### src/rtl/fpe_pkg.sv
package fpe_pkg;
  // cause vector positions
  localparam int CAUSE_W    = 13;
  localparam int C_SNAN     = 0;
  localparam int C_QNAN     = 1;
  localparam int C_INF_SUB  = 2;
  localparam int C_INF_DIV  = 3;
  localparam int C_ZERO_DIV = 4;
  localparam int C_INF_MUL  = 5;
  localparam int C_CONV     = 6;
  localparam int C_CMP      = 7;
  localparam int C_SQRT     = 8;
  localparam int C_INV_LAST = 8;
  localparam int C_OVF      = 9;
  localparam int C_UNF      = 10;
  localparam int C_DZ       = 11;
  localparam int C_INEXACT  = 12;

  // flag register positions
  localparam int FLAG_W  = 8;
  localparam int F_INV   = 0;
  localparam int F_SNAN  = 1;
  localparam int F_QNAN  = 2;
  localparam int F_OVF   = 3;
  localparam int F_UNF   = 4;
  localparam int F_INF   = 5;
  localparam int F_DZ    = 6;
  localparam int F_INEX  = 7;

  typedef logic [CAUSE_W-1:0] cause_t;
  typedef logic [FLAG_W-1:0]  flag_t;
endpackage

### src/rtl/fpe_cause_map.sv
module fpe_cause_map
  import fpe_pkg::*;
(
  input  cause_t cause,
  output flag_t  set_mask
);
  localparam int INV_N = C_INV_LAST + 1;

  logic [INV_N-1:0] inv_bits;

  genvar gi;
  generate
    for (gi = 0; gi < INV_N; gi++) begin : g_inv
      assign inv_bits[gi] = cause[gi];
    end
  endgenerate

  always_comb begin
    set_mask          = '0;
    set_mask[F_INV]   = |inv_bits;
    set_mask[F_SNAN]  = cause[C_SNAN];
    set_mask[F_QNAN]  = cause[C_QNAN];
    set_mask[F_OVF]   = cause[C_OVF];
    set_mask[F_UNF]   = cause[C_UNF];
    set_mask[F_INF]   = cause[C_INF_SUB] | cause[C_INF_DIV];
    set_mask[F_DZ]    = cause[C_DZ];
    set_mask[F_INEX]  = cause[C_INEXACT];
  end
endmodule

### src/rtl/fpe_flag_reg.sv
module fpe_flag_reg
  import fpe_pkg::*;
(
  input  logic  clk,
  input  logic  rst,
  input  logic  upd,
  input  flag_t set_mask,
  input  logic  wr_en,
  input  flag_t wr_flags,
  output flag_t flags,
  output flag_t next_flags,
  output logic  upd_taken
);
  // write beats strobe in the same cycle
  assign upd_taken  = upd & ~wr_en;
  assign next_flags = flags | set_mask;

  always_ff @(posedge clk) begin
    if (rst)
      flags <= '0;
    else if (wr_en)
      flags <= wr_flags;
    else if (upd_taken)
      flags <= next_flags;
  end
endmodule

### src/rtl/fpe_raise.sv
module fpe_raise
  import fpe_pkg::*;
#(
  parameter int ADDR_W = 32
)(
  input  logic              clk,
  input  logic              rst,
  input  logic              upd_taken,
  input  flag_t             next_flags,
  input  logic [ADDR_W-1:0] prev_pc,
  output logic              exc_req,
  output logic [ADDR_W-1:0] exc_addr
);
  logic fire;
  assign fire = upd_taken & (|next_flags);

  always_ff @(posedge clk) begin
    if (rst) begin
      exc_req  <= 1'b0;
      exc_addr <= '0;
    end else begin
      exc_req <= fire;
      if (fire)
        exc_addr <= prev_pc;
    end
  end
endmodule

### src/rtl/fpe_flag_accum.sv
module fpe_flag_accum
  import fpe_pkg::*;
#(
  parameter int ADDR_W = 32
)(
  input  logic                clk,
  input  logic                rst,
  input  logic                stb,
  input  logic [CAUSE_W-1:0]  cause,
  input  logic                fpe_en,
  input  logic                wr_en,
  input  logic [FLAG_W-1:0]   wr_flags,
  input  logic [ADDR_W-1:0]   prev_pc,
  output logic [FLAG_W-1:0]   flags,
  output logic                exc_req,
  output logic [ADDR_W-1:0]   exc_addr
);
  flag_t set_mask;
  flag_t next_flags;
  logic  upd_taken;
  logic  upd;

  assign upd = stb & fpe_en;

  fpe_cause_map u_map (
    .cause    (cause),
    .set_mask (set_mask)
  );

  fpe_flag_reg u_flags (
    .clk        (clk),
    .rst        (rst),
    .upd        (upd),
    .set_mask   (set_mask),
    .wr_en      (wr_en),
    .wr_flags   (wr_flags),
    .flags      (flags),
    .next_flags (next_flags),
    .upd_taken  (upd_taken)
  );

  fpe_raise #(.ADDR_W(ADDR_W)) u_raise (
    .clk        (clk),
    .rst        (rst),
    .upd_taken  (upd_taken),
    .next_flags (next_flags),
    .prev_pc    (prev_pc),
    .exc_req    (exc_req),
    .exc_addr   (exc_addr)
  );
endmodule

### config.mk
export PLATFORM = sky130hd
export DESIGN_NAME = fpe_flag_accum
export DESIGN_NICKNAME = d
export VERILOG_FILES = /design/src/rtl/fpe_pkg.sv /design/src/rtl/fpe_cause_map.sv /design/src/rtl/fpe_flag_reg.sv /design/src/rtl/fpe_raise.sv /design/src/rtl/fpe_flag_accum.sv
export SDC_FILE = /design/constraint.sdc
export NUM_CORES = 1
export LEC_CHECK = 0
export CORE_AREA = 2 2 91 58
export CTS_BUF_LIST = sky130_fd_sc_hd__clkbuf_4
export CTS_CLUSTER_DIAMETER = 80
export DETAILED_ROUTE_END_ITERATION = 16
export DIE_AREA = 0 0 93 60
export GPL_TIMING_DRIVEN = 0
export HOLD_SLACK_MARGIN = 0.12
export PLACE_DENSITY = 0.83
export SETUP_SLACK_MARGIN = 0.05
export SLEW_MARGIN = 20
export SYNTH_ARGS = -nofsm -noshare
export SYNTH_HDL_FRONTEND = slang
export SYNTH_SLANG_ARGS = --single-unit
### constraint.sdc
create_clock -name clk -period 1.7 [get_ports clk]
set_clock_uncertainty 0.05 [all_clocks]
set_input_delay 0.34 -clock clk [delete_from_list [all_inputs] [get_ports clk]]
set_output_delay 0.34 -clock clk [all_outputs]
set_load 0.02 [all_outputs]
Word level (Yosys, flattened, before mapping) --
Cells that the tools add are included. Widths: inputs -> output; s select.
Word-level totals: flip-flop bits (word level) 41, bits of input ports 58, output and inout bits 41, logic and storage cells 14
Cells by class: muxes and demuxes 2, bitwise gates (word level) 6, reductions and logical operators 3
Operator list (number):
- $mux 8 | 2
- $reduce_or 9->1 | 1
- $or 8x8->8 | 1
- $reduce_or 8->1 | 1
- $and 1x1->1 | 3
- $reduce_bool 2->1 | 1
- $not 1->1 | 1
- $or 1x1->1 | 1

Logic depth before layout (Yosys ltp) --
Gate-level depths: netlist (run 1).
depth in word-level cells 4, depth in mapped cells 7, depth with buffers taken out 4

Cells and area by module --
A second synthesis (run 1) with hierarchy kept.
Unflattened totals: cell total of the unflattened synthesis 199, area, all modules 2062.0 um2
Modules (own cells, without submodules):
- fpe_raise | instances 1, cells each 144, area each 1511.4 um2, seq. area each 660.6 um2
- fpe_flag_reg | instances 1, cells each 44, area each 474.2 um2, seq. area each 160.2 um2
- fpe_cause_map | instances 1, cells each 10, area each 70.1 um2, seq. area each 0.0 um2
- fpe_flag_accum | instances 1, cells each 1, area each 6.3 um2, seq. area each 0.0 um2

Worst setup path after synthesis (run 1) --
Ideal clock, no wire load.
path kind register to register, start register u_flags.flags[0], end register u_raise.exc_addr[0], library setup time 118 ps, data arrival time 1325 ps, data required time 1532 ps, setup slack 207 ps, cell stages (with the launch flop) 7, path buffers 2, period minus slack after synthesis 1493 ps, cell sequence dfxtp_1 > nor4_2 > nand3_1 > o21a_1 > buf_6 > buf_12 > mux2i_1
Between the ends: cells in the longest elaborated chain, start to end 3
RTL lines:
- from (decl) | RTL line fpe_flag_reg.sv:10 | output flag_t flags,
- from (signal assigned) | RTL line fpe_flag_reg.sv:22 | flags <= wr_flags;
- from (signal assigned) | RTL line fpe_flag_reg.sv:24 | flags <= next_flags;
- $or 8x8->8 | RTL line fpe_flag_reg.sv:16 | assign next_flags = flags | set_mask;
- $reduce_or 8->1 | RTL line fpe_raise.sv:15 | assign fire = upd_taken & (|next_flags);
- $and 1x1->1 | RTL line fpe_raise.sv:15
- to (signal assigned) | RTL line fpe_raise.sv:24 | exc_addr <= prev_pc;
- to (decl) | RTL line fpe_raise.sv:12 | output logic [ADDR_W-1:0] exc_addr
Every way passes these cells. A chain may end at the register's enable or synchronous reset.

Worst setup path after layout (run 1) --
start input port cause[9], end register u_raise.exc_addr[17]
Between the ends: cells in the longest elaborated chain, start to end 3
RTL lines:
- from (decl) | RTL line fpe_flag_accum.sv:9 | input logic [CAUSE_W-1:0] cause,
- $or 8x8->8 | RTL line fpe_flag_reg.sv:16
- $reduce_or 8->1 | RTL line fpe_raise.sv:15
- $and 1x1->1 | RTL line fpe_raise.sv:15
Every way passes these cells.

==> results.sh, run 1 <==
export IMPL_outcome="completed"
export IMPL_post_drt_wl_per_cell_microns=12.95
export IMPL_mostFrequentLayoutCells="nand2b_1, clkdlybuf4s50_1, dlygate4sd2_1, dfxtp_1, mux2i_1"
export IMPL_ys_seq_area_share_pct=43.36
export IMPL_path_max_fanout=10
export IMPL_ios=99
export IMPL_drive_gt1_share_pct=5.980
export IMPL_vias_per_cell=4.638
export IMPL_grt_antenna_before_repair=0
export IMPL_clkLatencyLatePin_ns=0.34
export IMPL_cpPeakStageDelay_ns=0.44
export IMPL_dp_slack_ns=-0.3228
export IMPL_use_met2_pct=27.33
export IMPL_critPathSlowestCell="clkdlybuf4s50_1"
export IMPL_synthTopCellsByArea="dfxtp_1, nand2b_1, mux2i_1, buf_12, nor2_1"
export IMPL_worstHoldPathCells=5
export IMPL_drv_cap=0
export IMPL_max_slew_worst_pin_slew_ns=0.4384
export IMPL_period_share_pct=95.84
export IMPL_timing_fmax_ghz=0.6138
export IMPL_power_mw=2.044
export IMPL_cts_root_buf="clkbuf_4"
export IMPL_relSlewSlack_pct=70.78
export IMPL_powerDensity_nw_per_um2=689.6
export IMPL_start_kind="primary input"
export IMPL_yosys_warnings=0
export IMPL_ctsHoldBuffers=0
export IMPL_initial_core_util_pct=39.40
export IMPL_die_h_microns=60
export IMPL_grt_use_met3_pct=6.557
export IMPL_final_nets=359
export IMPL_setup_tns_ns=0
export IMPL_required_ns=1.93
export IMPL_syn_area_per_cell_sq_um=9.561
export IMPL_path_cells="clkdlybuf4s50_1, nor3_1, nand3_1, o21a_1, buf_6, buf_12, mux2i_1"
export IMPL_hold_class="primary input to flop"
export IMPL_fin_util_pct=61.69
export IMPL_use_met1_pct=22.47
export IMPL_grt_start_max_net_pins=13
export IMPL_dieWidth_microns=93
export IMPL_dpl_cell_area_sq_um=2917
export IMPL_drt_total_wl_microns=4754
export IMPL_grt_busiest_layer="met2"
export IMPL_drv_slew=0
export IMPL_ys_types=18
export IMPL_synthCells=198
export IMPL_dpl_hpwl_microns=3524
export IMPL_die_area_sq_um=5580
export IMPL_cts_tree="yes"
export IMPL_crit_type="primary input to flop"
export IMPL_diodes=0
export IMPL_grt_pass1_wl_microns=7555
export IMPL_p_leak_nw=1.264
export IMPL_timing_final_crit_period_ns=1.629
export IMPL_rows=20
export IMPL_synth_top_area_cell="dfxtp_1"
export IMPL_ant_nets=0
export IMPL_syn_area_sq_um=1893
export IMPL_cts_buffers=5
export IMPL_worstSetupEndpointType="flop"
export IMPL_syn_nets=256
export IMPL_cts_num_sinks=41
export IMPL_synth_top_area_share_pct=43.36
export IMPL_grt_setup_unrepaired="false"
export IMPL_vias=1702
export IMPL_portBuffers=94
export IMPL_track_usage_pct=17.44
export IMPL_fp_coreArea_sq_um=4805
export IMPL_drc=0
export IMPL_worst_slack_ns=0.07075
export IMPL_cp_arrival_ns=1.86
export IMPL_drt_iter0_markers=52
export IMPL_grt_ovfl_total=0
export IMPL_layout_commonest_cell="nand2b_1"
export IMPL_ir_drop_uv=394.6
export IMPL_clk_pin_slew_ns=0.12
export IMPL_cts_max_level=2
export IMPL_r2r_cells=6
export IMPL_finalSetupViolCount=0
export IMPL_ys_ff_latch=41
export IMPL_fin_area_sq_um=2964
export IMPL_dr_pass1_iters=4
export IMPL_cts_buffer_depth=2
export IMPL_place_congestion=0.7530
export IMPL_finalHoldViolCount=0
export IMPL_first_global_vias=1658
export IMPL_areaGrowthSynthToFinish_pct=56.58
==> where the power goes <==
| group | leakage [nW] | internal (mW) | switching [mW] |
|---|---|---|---|
| Sequential | 0.334 | 1.00 | 0.0245 |
| Combinational | 0.889 | 0.235 | 0.176 |
| Clock | 0.0410 | 0.300 | 0.309 |
| Total | 1.26 | 1.53 | 0.509 |
==> metal layers <==
| layer | share of wire, % | up-vias |
|---|---|---|
| met5 | 0 | - |
| li1 | - | 858 |
| met3 | 10 | 9 |
| met4 | 1.5 | 0 |
| met1 | 48 | 759 |
| met2 | 41 | 76 |
==> final timing paths <==
kind                       start              endpoint  slack, ns
min reg2reg  u_raise.exc_addr[4]   u_raise.exc_addr[4]       0.43
max reg2reg     u_flags.flags[7]  u_raise.exc_addr[17]       0.15
min                     cause[0]      u_flags.flags[1]       0.38
max                     cause[9]  u_raise.exc_addr[17]       0.07
==> logic make-up (layout without fill, tap and decap cells) <==
family / after synthesis / in the layout / synth area share, %
DFF: 41 / 41 / 43.36
and+or+nand+nor: 93 / 93 / 28.68
buffers and inverters: 16 / 119 / 6.279
muxes: 32 / 32 / 16.92
AOI/OAI and AO/OA: 16 / 16 / 4.759
==> what timing repair did <==
action,in CTS,in global routing
setup endpoints to repair,42,25
pin swaps,1,3
buffers inserted,0,2
endpoints found under the hold margin,0,0
resized for setup,41,3
==> cell usage after synthesis <==
library cell,count
o21a_1,1
buf_2,2
nand2b_1,64
buf_12,3
mux2i_1,32
a21oi_1,8
o21ai_0,1
nand2_1,2
nor4_1,2
clkbuf_1,10
dfxtp_1,41
nand3_1,2
buf_6,1
nor2b_1,2
a31oi_1,6
nor2_1,16
nor3_1,3
nor4_2,2
==> flip-flops by register name, summed over array words and instances, names as in the netlist <==
register          cells
u_flags.flags         8
u_raise.exc_addr     32
u_raise.exc_req       1
==> per-stage QoR <==
stage | hold WS [ns] | std cells
finish | 0.3781 | 367
global route | 0.4375 | 367
CTS | 0.3810 | 365
floorplan | 0.4327 | 198
global placement | 0.4083 | 358
detailed placement | 0.4114 | 358
==> worst max-delay path, delay by kind of cell <==
kind / cells / cell delay (ns)
AO/OA/AOI/OAI: 1 / 0.23
buffers and inverters: 3 / 0.72
AND/OR/NAND/NOR: 2 / 0.40
multiplexers: 1 / 0.15
==> cell type report <==
class / count / area (sq um)
fillers: 432 / 1841
multi-input cells: 141 / 959.7
clock inverters: 2 / 35.03
repair buffers: 96 / 909.6
flip-flops and latches: 41 / 820.8
clock buffers: 5 / 37.54
plain buffers: 16 / 118.9
well taps: 66 / 82.58
No activity file was read; power rests on OpenSTA's default activity.
==> inputs of run 2 (changes only) <==
- CORE_AREA: 2 2 91 58 -> 2 2 94 60
- DIE_AREA: 0 0 93 60 -> 0 0 96 62
- PLACE_DENSITY: 0.83 -> 0.82
- SYNTH_HIERARCHICAL: default -> 1
==> results.sh, run 2 <==
export IMPL_first_global_vias=1837
export IMPL_synth_top_area_cell="dfxtp_1"
export IMPL_hold_path_startpoint="cause[11]"
export IMPL_timing_final_crit_period_ns=1.687
export IMPL_place_congestion=0.7073
export IMPL_ant_nets=0
export IMPL_drt_iter0_markers=18
export IMPL_regMostFlops="u_raise/exc_addr"
export IMPL_die_area_sq_um=5952
export IMPL_grt_pass1_wl_microns=8769
export IMPL_vias=1803
export IMPL_power_mw=2.030
export IMPL_mostFrequentLayoutCells="nand2b_1, dlygate4sd2_1, clkdlybuf4s50_1"
export IMPL_top_regs="u_raise/exc_addr x32, u_flags/flags x8, u_raise/exc_req x1"
export IMPL_dp_slack_ns=-0.6626
export IMPL_synth_top_flop_cell="dfxtp_1"
export IMPL_r2r_cells=7
export IMPL_track_usage_pct=19.53
export IMPL_grt_ovfl_total=0
export IMPL_yosys_top_cells_count="nand2b_1, dfxtp_1, mux2i_1"
export IMPL_reg2reg_from="u_flags/flags[2]"
export IMPL_synth_top_area_share_pct=39.81
export IMPL_dr_pass1_iters=4
export IMPL_grt_start_max_net_pins=14
export IMPL_cts_max_level=2
export IMPL_ys_types=19
export IMPL_dieWidth_microns=96
export IMPL_r2r_setup_slack_ns=0.07
export IMPL_async_reset_ff_share_pct=0
export IMPL_rows=21
export IMPL_drc=0
export IMPL_start_kind="primary input"
export IMPL_hold_class="primary input to flop"
export IMPL_critPathLaunch="cause[5]"
export IMPL_cts_buffer_depth=2
export IMPL_initial_core_util_pct=39.44
export IMPL_cts_tree="yes"
export IMPL_fp_coreArea_sq_um=5229
export IMPL_post_drt_wl_per_cell_microns=14.48
export IMPL_ctsHoldBuffers=0
export IMPL_finalHoldViolCount=0
export IMPL_ios=99
export IMPL_die_h_microns=62
export IMPL_grt_antenna_before_repair=0
export IMPL_finalSetupViolCount=0
export IMPL_critPathSlowestCell="nor4_4"
export IMPL_drive_gt1_share_pct=26.54
export IMPL_yosys_warnings=6
export IMPL_synth_most_common_cell="nand2b_1"
export IMPL_critPathMostFrequentCell="buf_6"
export IMPL_portBuffers=93
export IMPL_period_share_pct=99.24
export IMPL_cp_arrival_ns=1.88
export IMPL_cts_buffers=5
export IMPL_worstSetupEndpointType="flop"
export IMPL_path_cells="buf_6, nor4_4, nand3b_1, or2_4, nor4_4, a21boi_2, buf_6, buf_6, buf_6, mux2i_1"
export IMPL_diodes=0
export IMPL_clkLatencyLatePin_ns=0.34
export IMPL_cpPeakStageDelay_ns=0.28
export IMPL_synthCells=199
export IMPL_timing_rr_end="u_raise/exc_addr[31]"
export IMPL_outcome="completed"
export IMPL_required_ns=1.90
export IMPL_hold_path_endpoint="u_flags/flags[6]"
export IMPL_vias_per_cell=4.588
export IMPL_crit_type="primary input to flop"
export IMPL_grt_setup_unrepaired="true"
export IMPL_final_nets=381
export IMPL_ys_seq_area_share_pct=39.81
export IMPL_synthTopCellsByArea="dfxtp_1, nand2b_1, mux2i_1, a211oi_2, nor3_2"
export IMPL_drv_cap=0
export IMPL_syn_nets=257
export IMPL_whs_ns=0.2506
export IMPL_timing_fmax_ghz=0.5927
export IMPL_syn_area_per_cell_sq_um=10.36
export IMPL_layout_commonest_cell="nand2b_1"
export IMPL_path_max_fanout=8
export IMPL_worst_slack_ns=0.01286
export IMPL_p_leak_nw=1.464
export IMPL_drv_slew=0
export IMPL_max_slew_worst_pin_slew_ns=0.6045
export IMPL_worstHoldPathCells=3
export IMPL_cts_num_sinks=41
export IMPL_cts_root_buf="clkbuf_4"
export IMPL_powerDensity_nw_per_um2=595.1
export IMPL_areaGrowthSynthToFinish_pct=65.47
export IMPL_ir_drop_uv=328.6
export IMPL_relSlewSlack_pct=59.70
export IMPL_largest_reg_flops=32
export IMPL_dpl_hpwl_microns=3850
export IMPL_clk_pin_slew_ns=0.13
export IMPL_ys_ff_latch=41
export IMPL_drt_total_wl_microns=5689
export IMPL_synth_edf_count=0
export IMPL_syn_area_sq_um=2062
run 2: logic make-up after synthesis:
| family | count (synthesis) | synth area share [%] |
|---|---|---|
| AO/OA/AOI/OAI | 9 | 5.219 |
| buffers and inverters | 20 | 8.192 |
| multiplexers | 32 | 15.53 |
| AND/OR/NAND/NOR | 97 | 31.25 |
| flip-flops | 41 | 39.81 |
run 2: metrics by stage:
step | instances | area [sq um] | util, % | TNS [ns]
floorplan | 199 | 2064 | - | -3.339
global placement | 361 | 3082 | 58.94 | -21.28
detailed placement | 361 | 3082 | 58.94 | -21.16
CTS | 379 | 3218 | 61.55 | -0.04032
global route | 393 | 3412 | 65.25 | -0.02095
finish | 393 | 3412 | 65.25 | 0
run 2: critical path, delay by kind of cell:
family          cells  cell delay (ns)
simple gates        4             0.85
compound gates      1             0.09
mux                 1             0.10
buf+inv             4             0.51
run 2: final cells by class:
| type | instances | area [sq um] |
|---|---|---|
| Clock inverter | 3 | 17.52 |
| Fill cell | 440 | 1817 |
| Sequential cell | 41 | 827.0 |
| Timing Repair Buffer | 117 | 1120 |
| Tap cell | 69 | 86.33 |
| Multi-Input combinational cell | 138 | 1155 |
| Buffer | 20 | 168.9 |
| Clock buffer | 5 | 37.54 |
run 2: per-layer routing:
layer	track usage (%)	share of wire, %	routed length, microns
met1	24.48	46	2634
met5	0	0	0
met2	32.74	46	2610
met4	7.143	1.7	95
met3	5.549	6.1	348
run 2: repair_timing:
item | CTS | global route
setup buffers | 10 | 14
pin swaps | 9 | 9
gates resized for setup | 79 | 18
gates cloned | 1 | 2
endpoints found under the setup margin | 74 | 34
run 2: how the worst max path moves through the flow:
stage | depth (start not counted) | slack [ns] | end
after global placement | 9 | -0.66 | u_raise/exc_addr[28]
final | 10 | 0.01 | u_raise/exc_addr[31]
after floorplan | 8 | -0.11 | u_raise/exc_addr[0]
after CTS | 10 | -0.04 | u_raise/exc_addr[31]
after detailed placement | 9 | -0.66 | u_raise/exc_addr[21]
after global routing | 10 | -0.02 | u_raise/exc_addr[31]
run 2: report_power, final:
| group | total [mW] | internal (mW) | leakage, nW | switching, mW |
|---|---|---|---|---|
| registers | 1.03 | 1.00 | 0.336 | 0.0249 |
| clock network | 0.487 | 0.156 | 0.0310 | 0.331 |
| logic | 0.514 | 0.302 | 1.10 | 0.212 |
